### config.mk
export PLATFORM = sky130hd
export DESIGN_NAME = swallow_divider
export DESIGN_NICKNAME = d
export VERILOG_FILES = /design/src/rtl/swallow_pkg.sv /design/src/rtl/ratio_latch.sv /design/src/rtl/swallow_ctr.sv /design/src/rtl/half_div.sv /design/src/rtl/swallow_divider.sv
export SDC_FILE = /design/constraint.sdc
export NUM_CORES = 1
export LEC_CHECK = 0
export BUFFER_PORTS_ARGS = -buffer_cell sky130_fd_sc_hd__buf_4
export CORE_ASPECT_RATIO = 1.5
export CORE_MARGIN = 5
export CORE_UTILIZATION = 55
export DETAILED_ROUTE_END_ITERATION = 6
export GPL_TIMING_DRIVEN = 0
export PLACE_DENSITY = 0.79
export SETUP_SLACK_MARGIN = 0.3
export SKIP_LAST_GASP = 1
export SYNTH_ARGS = -nofsm -noshare
export SYNTH_HDL_FRONTEND = slang
export SYNTH_HIERARCHICAL = 1
export SYNTH_SLANG_ARGS = --single-unit
### constraint.sdc
create_clock -name clk_pre -period 7.82 [get_ports clk_pre]
set_clock_uncertainty 0.05 [all_clocks]
set_input_delay 0.391 -clock clk_pre [delete_from_list [all_inputs] [get_ports clk_pre]]
set_output_delay 0.391 -clock clk_pre [all_outputs]
set_load 0.1 [all_outputs]
### src/rtl/swallow_pkg.sv
// Shared default dimensions for the pulse-swallow divider.
// Assumes: main counter width plus swallow width equals the ratio word width.
package swallow_pkg;
    localparam int DEF_M_W       = 13;   // main (M) counter width
    localparam int DEF_A_W       = 4;    // swallow (A) counter width
    localparam int DEF_MIN_RATIO = 240;  // smallest ratio that keeps M >= A
endpackage

### src/rtl/ratio_latch.sv
// Active-ratio holder: clamps the requested word to the legal floor and
// chooses the value the counters load at reset or at a period end.
// Assumes: term is high only in the last clock of a period.
module ratio_latch #(
    parameter int M_W       = swallow_pkg::DEF_M_W,
    parameter int A_W       = swallow_pkg::DEF_A_W,
    parameter int MIN_RATIO = swallow_pkg::DEF_MIN_RATIO
) (
    input  logic               clk,
    input  logic               rst_n,
    input  logic [M_W+A_W-1:0] word,
    input  logic               req,
    input  logic               term,
    output logic [M_W-1:0]     load_m,
    output logic [A_W-1:0]     load_a
);
    localparam int N_W = M_W + A_W;

    logic [N_W-1:0] clamped;
    logic [N_W-1:0] sel;
    logic [M_W-1:0] act_m;
    logic [A_W-1:0] act_a;

    // Raise any word below the floor up to the floor.
    always_comb begin
        if (word < N_W'(MIN_RATIO)) clamped = N_W'(MIN_RATIO);
        else                        clamped = word;
    end

    // Take the request during reset or when flagged; otherwise repeat the active ratio.
    always_comb begin
        if (!rst_n || req) sel = clamped;
        else               sel = {act_m, act_a};
    end

    assign load_m = sel[N_W-1:A_W];
    assign load_a = sel[A_W-1:0];

    // Commit the chosen ratio only at reset or at a period end.
    always_ff @(posedge clk) begin
        if (!rst_n || term) begin
            act_m <= sel[N_W-1:A_W];
            act_a <= sel[A_W-1:0];
        end
    end

    // Active ratio must not move inside a period.
    assert_ratio_held_R6: assert property (@(posedge clk) disable iff (!rst_n)
        !term |=> ($stable(act_m) && $stable(act_a)));
endmodule

### src/rtl/swallow_ctr.sv
// Main and swallow down-counters. The main count spans the period and the
// swallow count holds the modulus line at divide-by-17 until it empties.
// Assumes: load_m >= 15 and load_m >= load_a (guaranteed by the clamp).
module swallow_ctr #(
    parameter int M_W = swallow_pkg::DEF_M_W,
    parameter int A_W = swallow_pkg::DEF_A_W
) (
    input  logic           clk,
    input  logic           rst_n,
    input  logic [M_W-1:0] load_m,
    input  logic [A_W-1:0] load_a,
    output logic           term,
    output logic           mod17
);
    logic [M_W-1:0] m_cnt;
    logic [A_W-1:0] a_cnt;

    assign term  = (m_cnt == '0);
    assign mod17 = (a_cnt != '0) && rst_n;

    // Reload both counters at reset or at a period end, else count down.
    always_ff @(posedge clk) begin
        if (!rst_n || term) begin
            m_cnt <= load_m - M_W'(1);
            a_cnt <= load_a;
        end else begin
            m_cnt <= m_cnt - M_W'(1);
            if (a_cnt != '0) a_cnt <= a_cnt - A_W'(1);
        end
    end

    // The period end lasts a single clock.
    assert_term_single_R3: assert property (@(posedge clk) disable iff (!rst_n)
        term |=> !term);
    // Divide-by-17 only starts a period, never resumes mid-period.
    assert_mod_no_rise_R2: assert property (@(posedge clk) disable iff (!rst_n)
        $rose(mod17) |-> ($past(term) || !$past(rst_n)));
endmodule

### src/rtl/half_div.sv
// Toggle stage producing the divided output halved, for a test pin.
// Assumes: pulse is a one-clock strobe.
module half_div (
    input  logic clk,
    input  logic rst_n,
    input  logic pulse,
    output logic half
);
    // Flip once per divided pulse; clear on reset.
    always_ff @(posedge clk) begin
        if (!rst_n)     half <= 1'b0;
        else if (pulse) half <= ~half;
    end

    // Every pulse flips the halved output.
    assert_half_flip_R7: assert property (@(posedge clk) disable iff (!rst_n)
        pulse |=> (half != $past(half)));
endmodule

### src/rtl/swallow_divider.sv
// Top of the pulse-swallow divider: clamps and latches the ratio, runs
// the M/A counters, and drives modulus, pulse, strobe and halved output.
// Assumes: clk_pre is the prescaler output; one clock = one prescaler cycle.
module swallow_divider #(
    parameter int M_W       = swallow_pkg::DEF_M_W,
    parameter int A_W       = swallow_pkg::DEF_A_W,
    parameter int MIN_RATIO = swallow_pkg::DEF_MIN_RATIO
) (
    input  logic               clk_pre,
    input  logic               rst_n,
    input  logic [M_W+A_W-1:0] ratio_word,
    input  logic               reload_req,
    output logic               mod_sel,
    output logic               fpd_pulse,
    output logic               cycle_done,
    output logic               fpd_half
);
    logic [M_W-1:0] load_m;
    logic [A_W-1:0] load_a;
    logic           term;
    logic           mod17;

    ratio_latch #(.M_W(M_W), .A_W(A_W), .MIN_RATIO(MIN_RATIO)) u_latch (
        .clk(clk_pre), .rst_n(rst_n), .word(ratio_word), .req(reload_req),
        .term(term), .load_m(load_m), .load_a(load_a));

    swallow_ctr #(.M_W(M_W), .A_W(A_W)) u_ctr (
        .clk(clk_pre), .rst_n(rst_n), .load_m(load_m), .load_a(load_a),
        .term(term), .mod17(mod17));

    assign mod_sel    = mod17;
    assign fpd_pulse  = term && rst_n;
    assign cycle_done = term && rst_n;

    half_div u_half (
        .clk(clk_pre), .rst_n(rst_n), .pulse(fpd_pulse), .half(fpd_half));

    // Modulus is held at divide-by-16 in reset.
    always_comb begin
        if (!rst_n) assert_reset_mod16_R8: assert (!mod_sel);
    end
endmodule

==> results.md, run 1 <==
- Vias: 1528
- Post CTS Setup Buffer Count: 0
- Initial core utilization: 0.567
- Top cell by count, worst path: or4_4
- Finished layout cell area: 2240 sq um
- Rel. slew slack: 0.463
- Core Region: 3420 sq um
- DR pass1 iterations: 4
- Synth Net Count: 215
- Number of placement rows: 26
- Synth Flop Type: edfxtp_1
- Port bufs: 23
- Footprint of the multi-input gates: 937 sq um
- Fin crit period: 3.43 ns
- Largest net degree at the start of global routing: 18
- Seq/Total Area, Yosys: 0.470
- First-pass GRT wire length: 6890 um
- Via/cell ratio: 5.74
- Pre-CTS setup slack: 4.41 ns
- RSZ-0062 raised after global routing: false
- Number of buffers on the longest clock path: 2
- Top post-synthesis cells by area: edfxtp_1 33%, dfxtp_1 14%, nand2_1 7.9%
- Hold Crit Class: input pin to flop
- Critical Path Start Type: flop
- Post-DP HPWL: 3280 um
- Synth Register Bits: 35
- Slew @ Worst Pin: 0.805 ns
- CP max stage delay: 0.57 ns
- Worst setup EP type: flop
- Clock Sink Count: 35
- GR Util met2: 0.360
- Final ANT Viol Nets: 0
- Die height: 82.7 um
- Post-Place Cells: 258
- # H-tree levels: 2
- Worst path bufs/invs: 2
- CTS Buf Count: 5
- Number of antenna violations at the first check in global routing: 0
- Gr usage total: 0.187
- Status: finished, final reports clean
- Crit path max-delay family: simple AND/OR/NAND/NOR gates
- Number of I/O pins: 24
- Clk slew on worst S/H paths: 0.06 ns
- Clk_lat worst skew: 0.28 ns
- Met3 GRT Util: 0.0358
- CTS-repair resized insts: 0
- Die area: 4830 sq um
- Peak supply drop: 0.135 mV
- WL/cell: 15.9 um
- Crit-path max FO: 10
- Grt total ovfl: 0
- Yosys top cell area share: 0.326
- Synthesis-to-layout area growth: 15.8%
- Critical path class: flop to flop
- Final Setup Violations: 0
- LEAKAGE: 0.917 nW
- EDFF count, synth: 21
- Clock Tree Root: clkbuf_8
- Crit path required time: 7.93 ns
- Distinct cells, synth: 41
- Max Clk Rate: 292 MHz
- Hold Vio Cnt, Final: 0
- Setup_tns: 0 ns
- Max-Cap Viols: 0
- Critical path arrival: 3.54 ns
- Worst-path cell chain: or4_4, or4_4, buf_6, nand2_2, buf_2, a22oi_1, ha_1, o211a_1, o21ai_1, nor4_1, xnor2_1, mux2i_1
- Vias in the first global route: 1585
- Slowest CP cell: or4_4
- Die Width: 58.5 um
- Layout cell share with drive strength beyond 1: 0.232
- Ys Warns: 6
- Routed wire length: 4220 um
- Post-DP Area: 2160 sq um
- Fraction of registers with async set/reset: 0
- PwrDens: 219 nW/um^2
- DRC viols: 0
- Hold buffers post-CTS: 0
- Worst hold slack: 0.364 ns
- Post-route clock period utilization: 0.438
- Mapped Avg Cell Area: 10.0 sq um
- Fillers: 277
- TritonCTS clock tree: built
- Slew Limit Fails: 0
- FF/Latch Area: 911 sq um
- Post-synthesis cell count: 193
- Grt peak-use layer: met2
- Commonest non-fill, non-tap cells in the layout: 41 x nand2_1, 25 x buf_4, 21 x edfxtp_1
- Nets: 245
- Cell taking the most area after synthesis: edfxtp_1
- Final Instance Count excl. Fillers: 266
- Commonest non-fill, non-tap cell in the layout: nand2_1
- Antenna cells: 0
- GPL Wtd Cong: 0.882
- Initial drt markers: 52
- Post-Syn Area: 1940 sq um
- Met1 Use GR: 0.189
- Setup WS post-layout: 4.39 ns
[layer usage]
| metal | up-vias | part of all wire |
|---|---|---|
| met4 | 0 | 0.027 |
| met2 | 47 | 0.55 |
| met3 | 12 | 0.054 |
| met1 | 723 | 0.37 |
| li1 | 746 | - |
| met5 | - | 0 |
[cells by family (layout without fill, tap and decap cells)]
logic type	Yosys count	in the layout	synth area share
simple gates	89	89	0.240
flops	35	35	0.470
compound gates	23	23	0.0820
xor+xnor	18	18	0.0814
mux	13	13	0.0672
buf+inv	13	44	0.0459
fa+ha+maj	2	2	0.0129
[state kept, by name, indices dropped and copies added, names as in the netlist]
signal and count:
u_ctr/m_cnt 13, u_latch/act_m 13, u_ctr/a_cnt 4, u_latch/act_a 4, u_half/half 1
[power by group]
part | leakage, nW | switching, mW | internal [mW]
clock | 0.0403 | 0.0612 | 0.0607
combinational | 0.549 | 0.0648 | 0.0532
sequential | 0.329 | 0.0215 | 0.230
[cell type report]
class / count / share of cell area
plain buffers: 9 / 0.0329
well taps: 42 / 0.0234
clock inverters: 2 / 0.00335
flip-flops and latches: 35 / 0.406
multi-input cells: 145 / 0.418
repair buffers: 23 / 0.0770
clock buffers: 6 / 0.0324
inverters: 4 / 0.00670
[metrics by stage]
step	utilization	power [mW]
floorplan	-	0.337
global placement	0.633	0.364
detailed placement	0.633	0.372
CTS	0.656	0.494
global route	0.656	0.519
finish	0.656	0.491
[worst paths after layout]
| check | startpoint | endpoint | slack, ns | cells past startpoint |
|---|---|---|---|---|
| max reg2reg | u_ctr/m_cnt[8] | u_ctr/m_cnt[8] | 4.39 | 12 |
| min | rst_n | u_half/half | 0.36 | 2 |
| min reg2reg | u_ctr/m_cnt[0] | u_ctr/m_cnt[0] | 0.48 | 1 |
| max | u_ctr/m_cnt[8] | u_ctr/m_cnt[8] | 4.39 | 12 |
[Yosys cell counts (2+ instances only)]
| library cell | number |
|---|---|
| a21oi_1 | 4 |
| a22oi_1 | 4 |
| and2_1 | 2 |
| buf_2 | 2 |
| buf_4 | 2 |
| buf_6 | 4 |
| dfxtp_1 | 14 |
| edfxtp_1 | 21 |
| ha_1 | 2 |
| inv_1 | 3 |
| mux2i_1 | 13 |
| nand2_1 | 41 |
| nand2b_1 | 3 |
| nand3_1 | 4 |
| nand4_1 | 2 |
| nor2_1 | 3 |
| nor2b_1 | 3 |
| nor3_1 | 9 |
| nor3_2 | 2 |
| nor4_1 | 5 |
| o21ai_0 | 5 |
| o21ai_1 | 2 |
| o21ai_2 | 2 |
| o31ai_1 | 2 |
| or2_2 | 3 |
| or3_1 | 3 |
| or4_1 | 2 |
| or4_4 | 2 |
| xnor2_1 | 14 |
| xor2_1 | 4 |
[worst register-to-register path: cells and delay by family (launching register included)]
kind / cells / cell delay, ns
AO/OA/AOI/OAI: 3 / 0.58
XOR/XNOR: 1 / 0.17
adder cells (fa/ha/maj): 1 / 0.25
buffers and inverters: 2 / 0.43
flip-flops: 1 / 0.32
multiplexers: 1 / 0.09
AND/OR/NAND/NOR: 4 / 1.44
Note: power is estimated with default switching activity, not from simulation.
==> run 2, diff against run 1 <==
--- a/config.mk
+++ b/config.mk
@@ -8,7 +8,7 @@
 export BUFFER_PORTS_ARGS = -buffer_cell sky130_fd_sc_hd__buf_4
 export CORE_ASPECT_RATIO = 1.5
 export CORE_MARGIN = 5
-export CORE_UTILIZATION = 55
+export CORE_UTILIZATION = 52
 export DETAILED_ROUTE_END_ITERATION = 6
 export GPL_TIMING_DRIVEN = 0
 export PLACE_DENSITY = 0.79
==> constraint.sdc (replaced) <==
create_clock -name clk_pre -period 2.9 [get_ports clk_pre]
set_clock_uncertainty 0.05 [all_clocks]
set_input_delay 0.145 -clock clk_pre [delete_from_list [all_inputs] [get_ports clk_pre]]
set_output_delay 0.145 -clock clk_pre [all_outputs]
set_load 0.1 [all_outputs]
==> run 2 against run 1 <==
  * Setup slack got worse by 4.2 ns
  * First-iteration DRC count down 35%
  * Sequential share of layout area fell by 3.9 points
==> results.md, run 2 (synthesis gave the netlist of run 1 again) <==
- Status: finished, final reports clean (unchanged)
- P_int: 1.08 mW (was 344 uW)
- Final ANT Viol Nets: 0 (unchanged)
- Clock network power share: 0.302 (was 0.248)
- Slew @ Worst Pin: 0.642 ns (was 0.805 ns)
- GPL Wtd Cong: 0.836 (was 0.882)
- Largest net degree at the start of global routing: 18 (unchanged)
- Final Setup Violations: 0 (unchanged)
- Rel. slew slack: 0.572 (was 0.463)
- Max Clk Rate: 364 MHz (was 292 MHz)
- Core Region: 3650 sq um (was 3420 sq um)
- # H-tree levels: 2 (unchanged)
- Initial core utilization: 0.531 (was 0.567)
- Vias in the first global route: 1663 (was 1585)
- Antenna cells: 0 (unchanged)
- Via/cell ratio: 5.68 (was 5.74)
- Slew Limit Fails: 0 (unchanged)
- Grt total ovfl: 0 (unchanged)
- Routed wire length: 4560 um (was 4220 um)
- TritonCTS clock tree: built (unchanged)
- Die area: 5070 sq um (was 4830 sq um)
- Worst hold slack: 0.133 ns (was 0.364 ns)
- Layout cell share with drive strength beyond 1: 0.356 (was 0.232)
- Worst R2R Setup Slack: 0.15 ns (was 4.39 ns)
- DR pass1 iterations: 4 (unchanged)
- Commonest non-fill, non-tap cells in the layout: 41 x nand2_1, 38 x buf_4, 21 x edfxtp_1 (was 41 x nand2_1, 25 x buf_4, 21 x edfxtp_1)
- Clock Sink Count: 35 (unchanged)
- Critical Path Start Type: flop (unchanged)
- Hold Vio Cnt, Final: 0 (unchanged)
- Crit path required time: 3.02 ns (was 7.93 ns)
- Clock Tree Root: clkbuf_8 (unchanged)
- Commonest non-fill, non-tap cell in the layout: nand2_1 (unchanged)
- Combinational power share: 0.245 (was 0.240)
- Number of buffers on the longest clock path: 2 (unchanged)
- CTS Buf Count: 5 (unchanged)
- First-pass GRT wire length: 7580 um (was 6890 um)
- Initial drt markers: 34 (was 52)
- Nets: 260 (was 245)
- Clk_lat worst skew: 0.29 ns (was 0.28 ns)
- Fin crit period: 2.75 ns (was 3.43 ns)
- Gr usage total: 0.193 (was 0.187)
- Top flop regs: u_ctr/m_cnt (13), u_latch/act_m (13) (unchanged)
- NetSw: 432 uW (was 148 uW)
- Critical path class: flop to flop (unchanged)
- Worst setup EP type: flop (unchanged)
- Post-route clock period utilization: 0.947 (was 0.438)
- Number of antenna violations at the first check in global routing: 0 (unchanged)
- Port bufs: 23 (unchanged)
- Max-Cap Viols: 0 (unchanged)
- PwrDens: 605 nW/um^2 (was 219 nW/um^2)
- Hold Crit Class: input pin to flop (unchanged)
- Core Util, Final: 0.683 (was 0.656)
- Fillers: 286 (was 277)
- Clk slew on worst S/H paths: 0.07 ns (was 0.06 ns)
- Switching fraction of total power: 0.286 (was 0.300)
- Synthesis-to-layout area growth: 28.7% (was 15.8%)
- Vias: 1602 (was 1528)
- Setup WS post-layout: 0.154 ns (was 4.39 ns)
- Number of placement rows: 27 (was 26)
- Die height: 84.7 um (was 82.7 um)
- Number of I/O pins: 24 (unchanged)
- RSZ-0062 raised after global routing: true (was false)
- LEAKAGE: 1.02 nW (was 0.917 nW)
- Peak supply drop: 0.409 mV (was 0.135 mV)
- WL/cell: 16.2 um (was 15.9 um)
- Post-DP HPWL: 3180 um (was 3280 um)
- DRC viols: 0 (unchanged)
- Crit-path max FO: 8 (was 10)
- Pre-CTS setup slack: -0.0117 ns (was 4.41 ns)
- Die Width: 59.8 um (was 58.5 um)
- Reg power frac: 0.453 (was 0.512)
- Critical path arrival: 2.87 ns (was 3.54 ns)
## run 2: critical path, cell delays in order, from the launching register on
cell and delay, ns:
dfxtp_2 0.33, or4_4 0.55, or4_4 0.49, buf_6 0.15, nand2_8 0.06, buf_6 0.11, a22oi_2 0.05, ha_2 0.23
o211a_1 0.13, o21ai_4 0.14, nor4_2 0.09, xnor2_1 0.15, mux2i_1 0.09
## run 2: cell type report
type	instances	area [sq um]	share of cell area
Inverter	4	17.5	0.00703
Sequential cell	35	916	0.367
Tap cell	43	53.8	0.0216
Multi-Input combinational cell	145	1010	0.404
Clock inverter	2	35.0	0.0141
Clock buffer	6	82.6	0.0331
Timing Repair Buffer	38	298	0.119
Buffer	9	83.8	0.0336
## run 2: timing repair
item,in CTS,in global routing
gates resized for setup,10,7
endpoints found under the hold margin,0,0
setup buffers,8,7
hold buffers,0,0
pin swaps,8,4
setup endpoints to repair,23,6
## run 2: worst paths after layout
path | end | startpoint | depth (start not counted)
min reg2reg | u_ctr/m_cnt[0] | u_ctr/m_cnt[0] | 1
min | u_half/half | rst_n | 2
max reg2reg | u_ctr/m_cnt[8] | u_ctr/m_cnt[4] | 12
max | u_ctr/m_cnt[8] | u_ctr/m_cnt[4] | 12
## run 2: power groups by stage
| stage | combinational (mW) | sequential [mW] | clock (mW) |
|---|---|---|---|
| after floorplan | 0.245 | 0.669 | 0 |
| after global placement | 0.313 | 0.680 | 0 |
| after detailed placement | 0.325 | 0.684 | 0 |
| after CTS | 0.357 | 0.676 | 0.465 |
| after global routing | 0.406 | 0.693 | 0.489 |
| final | 0.369 | 0.682 | 0.456 |
## run 2: stage by stage
step,TNS (ns),instance area [sq um],instances,power (mW)
6_report,0,2490,282,1.51
5_1_grt,0,2490,282,1.59
4_1_cts,0,2410,275,1.50
3_5_place_dp,-0.0117,2200,259,1.01
3_3_place_gp,0,2200,259,0.992
2_1_floorplan,0,1970,193,0.914
## run 2: metal layers
layer | track usage | routed length [um] | vias to the layer above | share of wire
li1 | - | - | 778 | -
met1 | 0.218 | 1800 | 765 | 0.40
met2 | 0.334 | 2420 | 49 | 0.53
met3 | 0.0415 | 222 | 10 | 0.049
met4 | 0.0867 | 112 | 0 | 0.025
met5 | 0 | 0 | - | 0
==> run 3, diff against run 2 <==
==> constraint.sdc (replaced) <==
create_clock -name clk_pre -period 2.9 [get_ports clk_pre]
set_clock_uncertainty 0.05 [all_clocks]
set_input_delay 0.725 -clock clk_pre [delete_from_list [all_inputs] [get_ports clk_pre]]
set_output_delay 0.725 -clock clk_pre [all_outputs]
set_load 0.1 [all_outputs]
==> run 3 against run 2 <==
  * The flow now finishes with violations (setup timing)
  * Fmax down 9.7%
  * Hold slack better by 0.38 ns
  * Final cell count down 0.35%
  * Wire length up 2.5%
  * Utilization up 2.2 points
  * Flip-flop and latch count unchanged
  * Sequential share of layout area down 1.2 points
  * Largest power group unchanged
  * Register-to-register slack worse by 0.14 ns
  * Clock power down 21%
  * Non-clock buffer count down 1
  * Die area unchanged
  * Critical path depth down 5
==> results.md, run 3 (synthesis gave the netlist of run 1 again) <==
- Largest net degree at the start of global routing: 18 (unchanged)
- Critical path arrival: 2.27 ns (was 2.87 ns)
- Post-route clock period utilization: 1.05 (was 0.947)
- Rel. slew slack: 0.574 (was 0.572)
- Clock Sink Count: 35 (unchanged)
- Tot Pwr: 1.44 mW (was 1.51 mW)
- Crit path required time: 2.12 ns (was 3.02 ns)
- Hold Crit Class: flop to flop (was input pin to flop)
- Commonest non-fill, non-tap cells in the layout: 40 x nand2_1, 35 x buf_4, 21 x edfxtp_1 (was 41 x nand2_1, 38 x buf_4, 21 x edfxtp_1)
- Clk_lat worst skew: 0.29 ns (about the same)
- Grt total ovfl: 0 (unchanged)
- Max Clk Rate: 329 MHz (was 364 MHz)
- Nets: 259 (was 260)
- Number of antenna violations at the first check in global routing: 0 (unchanged)
- Max-Cap Viols: 0 (unchanged)
- DRC viols: 0 (unchanged)
- Slowest CP cell: or4_4 (unchanged)
- Initial core utilization: 0.531 (unchanged)
- RSZ-0062 raised after global routing: true (unchanged)
- Synthesis-to-layout area growth: 32.8% (was 28.7%)
- Port bufs: 23 (unchanged)
- Number of placement rows: 27 (unchanged)
- TritonCTS clock tree: built (unchanged)
- Via/cell ratio: 5.66 (was 5.68)
- Commonest non-fill, non-tap cell in the layout: nand2_1 (unchanged)
- P_int: 999 uW (was 1.08 mW)
- Post-Place Cells: 259 (unchanged)
- GPL Wtd Cong: 0.810 (was 0.836)
- Pre-CTS setup slack: -0.338 ns (was -0.0117 ns)
- Core Util, Final: 0.705 (was 0.683)
- Reg power frac: 0.471 (was 0.453)
- Fin crit period: 3.04 ns (was 2.75 ns)
- Layout cell share with drive strength beyond 1: 0.387 (was 0.356)
- Clock Tree Root: clkbuf_8 (unchanged)
- Number of buffers on the longest clock path: 2 (unchanged)
- NetSw: 443 uW (was 432 uW)
- Vias in the first global route: 1653 (was 1663)
- CTS Buf Count: 5 (unchanged)
- CP max stage delay: 0.54 ns (was 0.55 ns)
- Crit path max-delay family: simple AND/OR/NAND/NOR gates (unchanged)
- Clock network power share: 0.249 (was 0.302)
- Critical Path Start Type: flop (unchanged)
- Gr usage total: 0.187 (was 0.193)
- Worst hold slack: 0.515 ns (was 0.133 ns)
- Final Setup Violations: 2 (was 0)
- Die height: 84.7 um (unchanged)
- Peak supply drop: 0.474 mV (was 0.409 mV)
- Die area: 5070 sq um (unchanged)
- Violated checks: setup timing
- Slew @ Worst Pin: 0.635 ns (was 0.642 ns)
- Die Width: 59.8 um (unchanged)
- Hold Vio Cnt, Final: 0 (unchanged)
- # H-tree levels: 2 (unchanged)
- Worst setup EP type: primary output (was flop)
- Crit-path max FO: 3 (was 8)
- Final ANT Viol Nets: 0 (unchanged)
- WL/cell: 16.6 um (was 16.2 um)
- Critical path class: flop to primary output (was flop to flop)
- PwrDens: 561 nW/um^2 (was 605 nW/um^2)
- Hold buffers post-CTS: 0 (unchanged)
- First-pass GRT wire length: 7160 um (was 7580 um)
- Initial drt markers: 70 (was 34)
- Final Instance Count excl. Fillers: 281 (was 282)
- Routed wire length: 4670 um (was 4560 um)
- Status: complete, but fails checks (was finished, final reports clean)
- Setup WS post-layout: -0.141 ns (was 0.154 ns)
- Slew Limit Fails: 0 (unchanged)
- Core Region: 3650 sq um (unchanged)
- Combinational power share: 0.281 (was 0.245)
- Worst-path cell chain: or4_4, or4_4, buf_6, inv_4, and2_4, buf_12, buf_12 (was or4_4, or4_4, buf_6, nand2_8, buf_6, a22oi_2, ha_2, o211a_1, o21ai_4, nor4_2, xnor2_1, mux2i_1)
- Post-DP HPWL: 3060 um (was 3180 um)
- Top flop regs: u_ctr/m_cnt (13), u_latch/act_m (13) (unchanged)
- Number of I/O pins: 24 (unchanged)
- LEAKAGE: 1.04 nW (was 1.02 nW)
- Switching fraction of total power: 0.307 (was 0.286)
- Vias: 1591 (was 1602)
- Worst path bufs/invs: 4 (was 2)
- DR pass1 iterations: 4 (unchanged)
- Antenna cells: 0 (unchanged)
- Clk slew on worst S/H paths: 0.07 ns (about the same)
run 3: cell count changes in the layout (fill, tap and decap cells not counted), moves of 2 or more:
cell / before / now
dfxtp_1: 10 / 12
nor3_4: 0 / 2
dfxtp_2: 4 / 2
buf_4: 38 / 35
nor4_1: 3 / 0
buf_12: 1 / 3
nor4_2: 3 / 5
nor3_1: 7 / 5
run 3: through the flow:
step                      setup TNS [ns]  instance area (sq um)
after CTS                         -0.244                   2460
after global routing              -0.548                   2570
after detailed placement           -1.13                   2190
after global placement            -0.886                   2190
final                             -0.198                   2570
after floorplan                        0                   1970
run 3: power groups by stage:
stage          logic (mW)  clock network [mW]  registers (mW)
6_report            0.405               0.359           0.678
5_1_grt             0.438               0.398           0.687
4_1_cts             0.356               0.368           0.673
3_5_place_dp        0.319                   0           0.683
3_3_place_gp        0.310                   0           0.680
2_1_floorplan       0.244                   0           0.669
run 3: routing by layer:
layer / GRT usage / vias to the layer above / routed length, um
met3: 0.0538 / 13 / 191
met1: 0.194 / 762 / 1720
li1: - / 781 / -
met2: 0.329 / 35 / 2610
met5: 0 / - / 0
met4: 0.0948 / 0 / 147
run 3: path summary, 6_finish.rpt:
check,startpoint,to,slack (ns),cells past startpoint
max,u_ctr/m_cnt[5],fpd_pulse,-0.14,7
min,u_ctr/m_cnt[11],u_ctr/m_cnt[11],0.52,2
max reg2reg,u_ctr/m_cnt[5],u_ctr/m_cnt[12],0.01,13
min reg2reg,u_ctr/m_cnt[11],u_ctr/m_cnt[11],0.52,2
run 3: final cells by class:
cell class                      instances  area, sq um
Buffer                                  9         93.8
Clock inverter                          1         3.75
Multi-Input combinational cell        145         1100
Timing Repair Buffer                   37          307
Clock buffer                            7         86.3
Inverter                                4         17.5
Sequential cell                        35          913
Fill cell                             287         1080
Tap cell                               43         53.8
run 3: repair_timing:
action / in CTS / in global routing
resized for setup: 23 / 17
endpoints found under the setup margin: 26 / 11
buffers inserted: 10 / 4
pin swaps: 4 / 4
gates cloned: 0 / 0
run 3: tightest hold or removal path, stage by stage, from the launching register on:
cell	delay, ns
dfxtp_1	0.33
mux2i_1	0.08
xor2_1	0.12
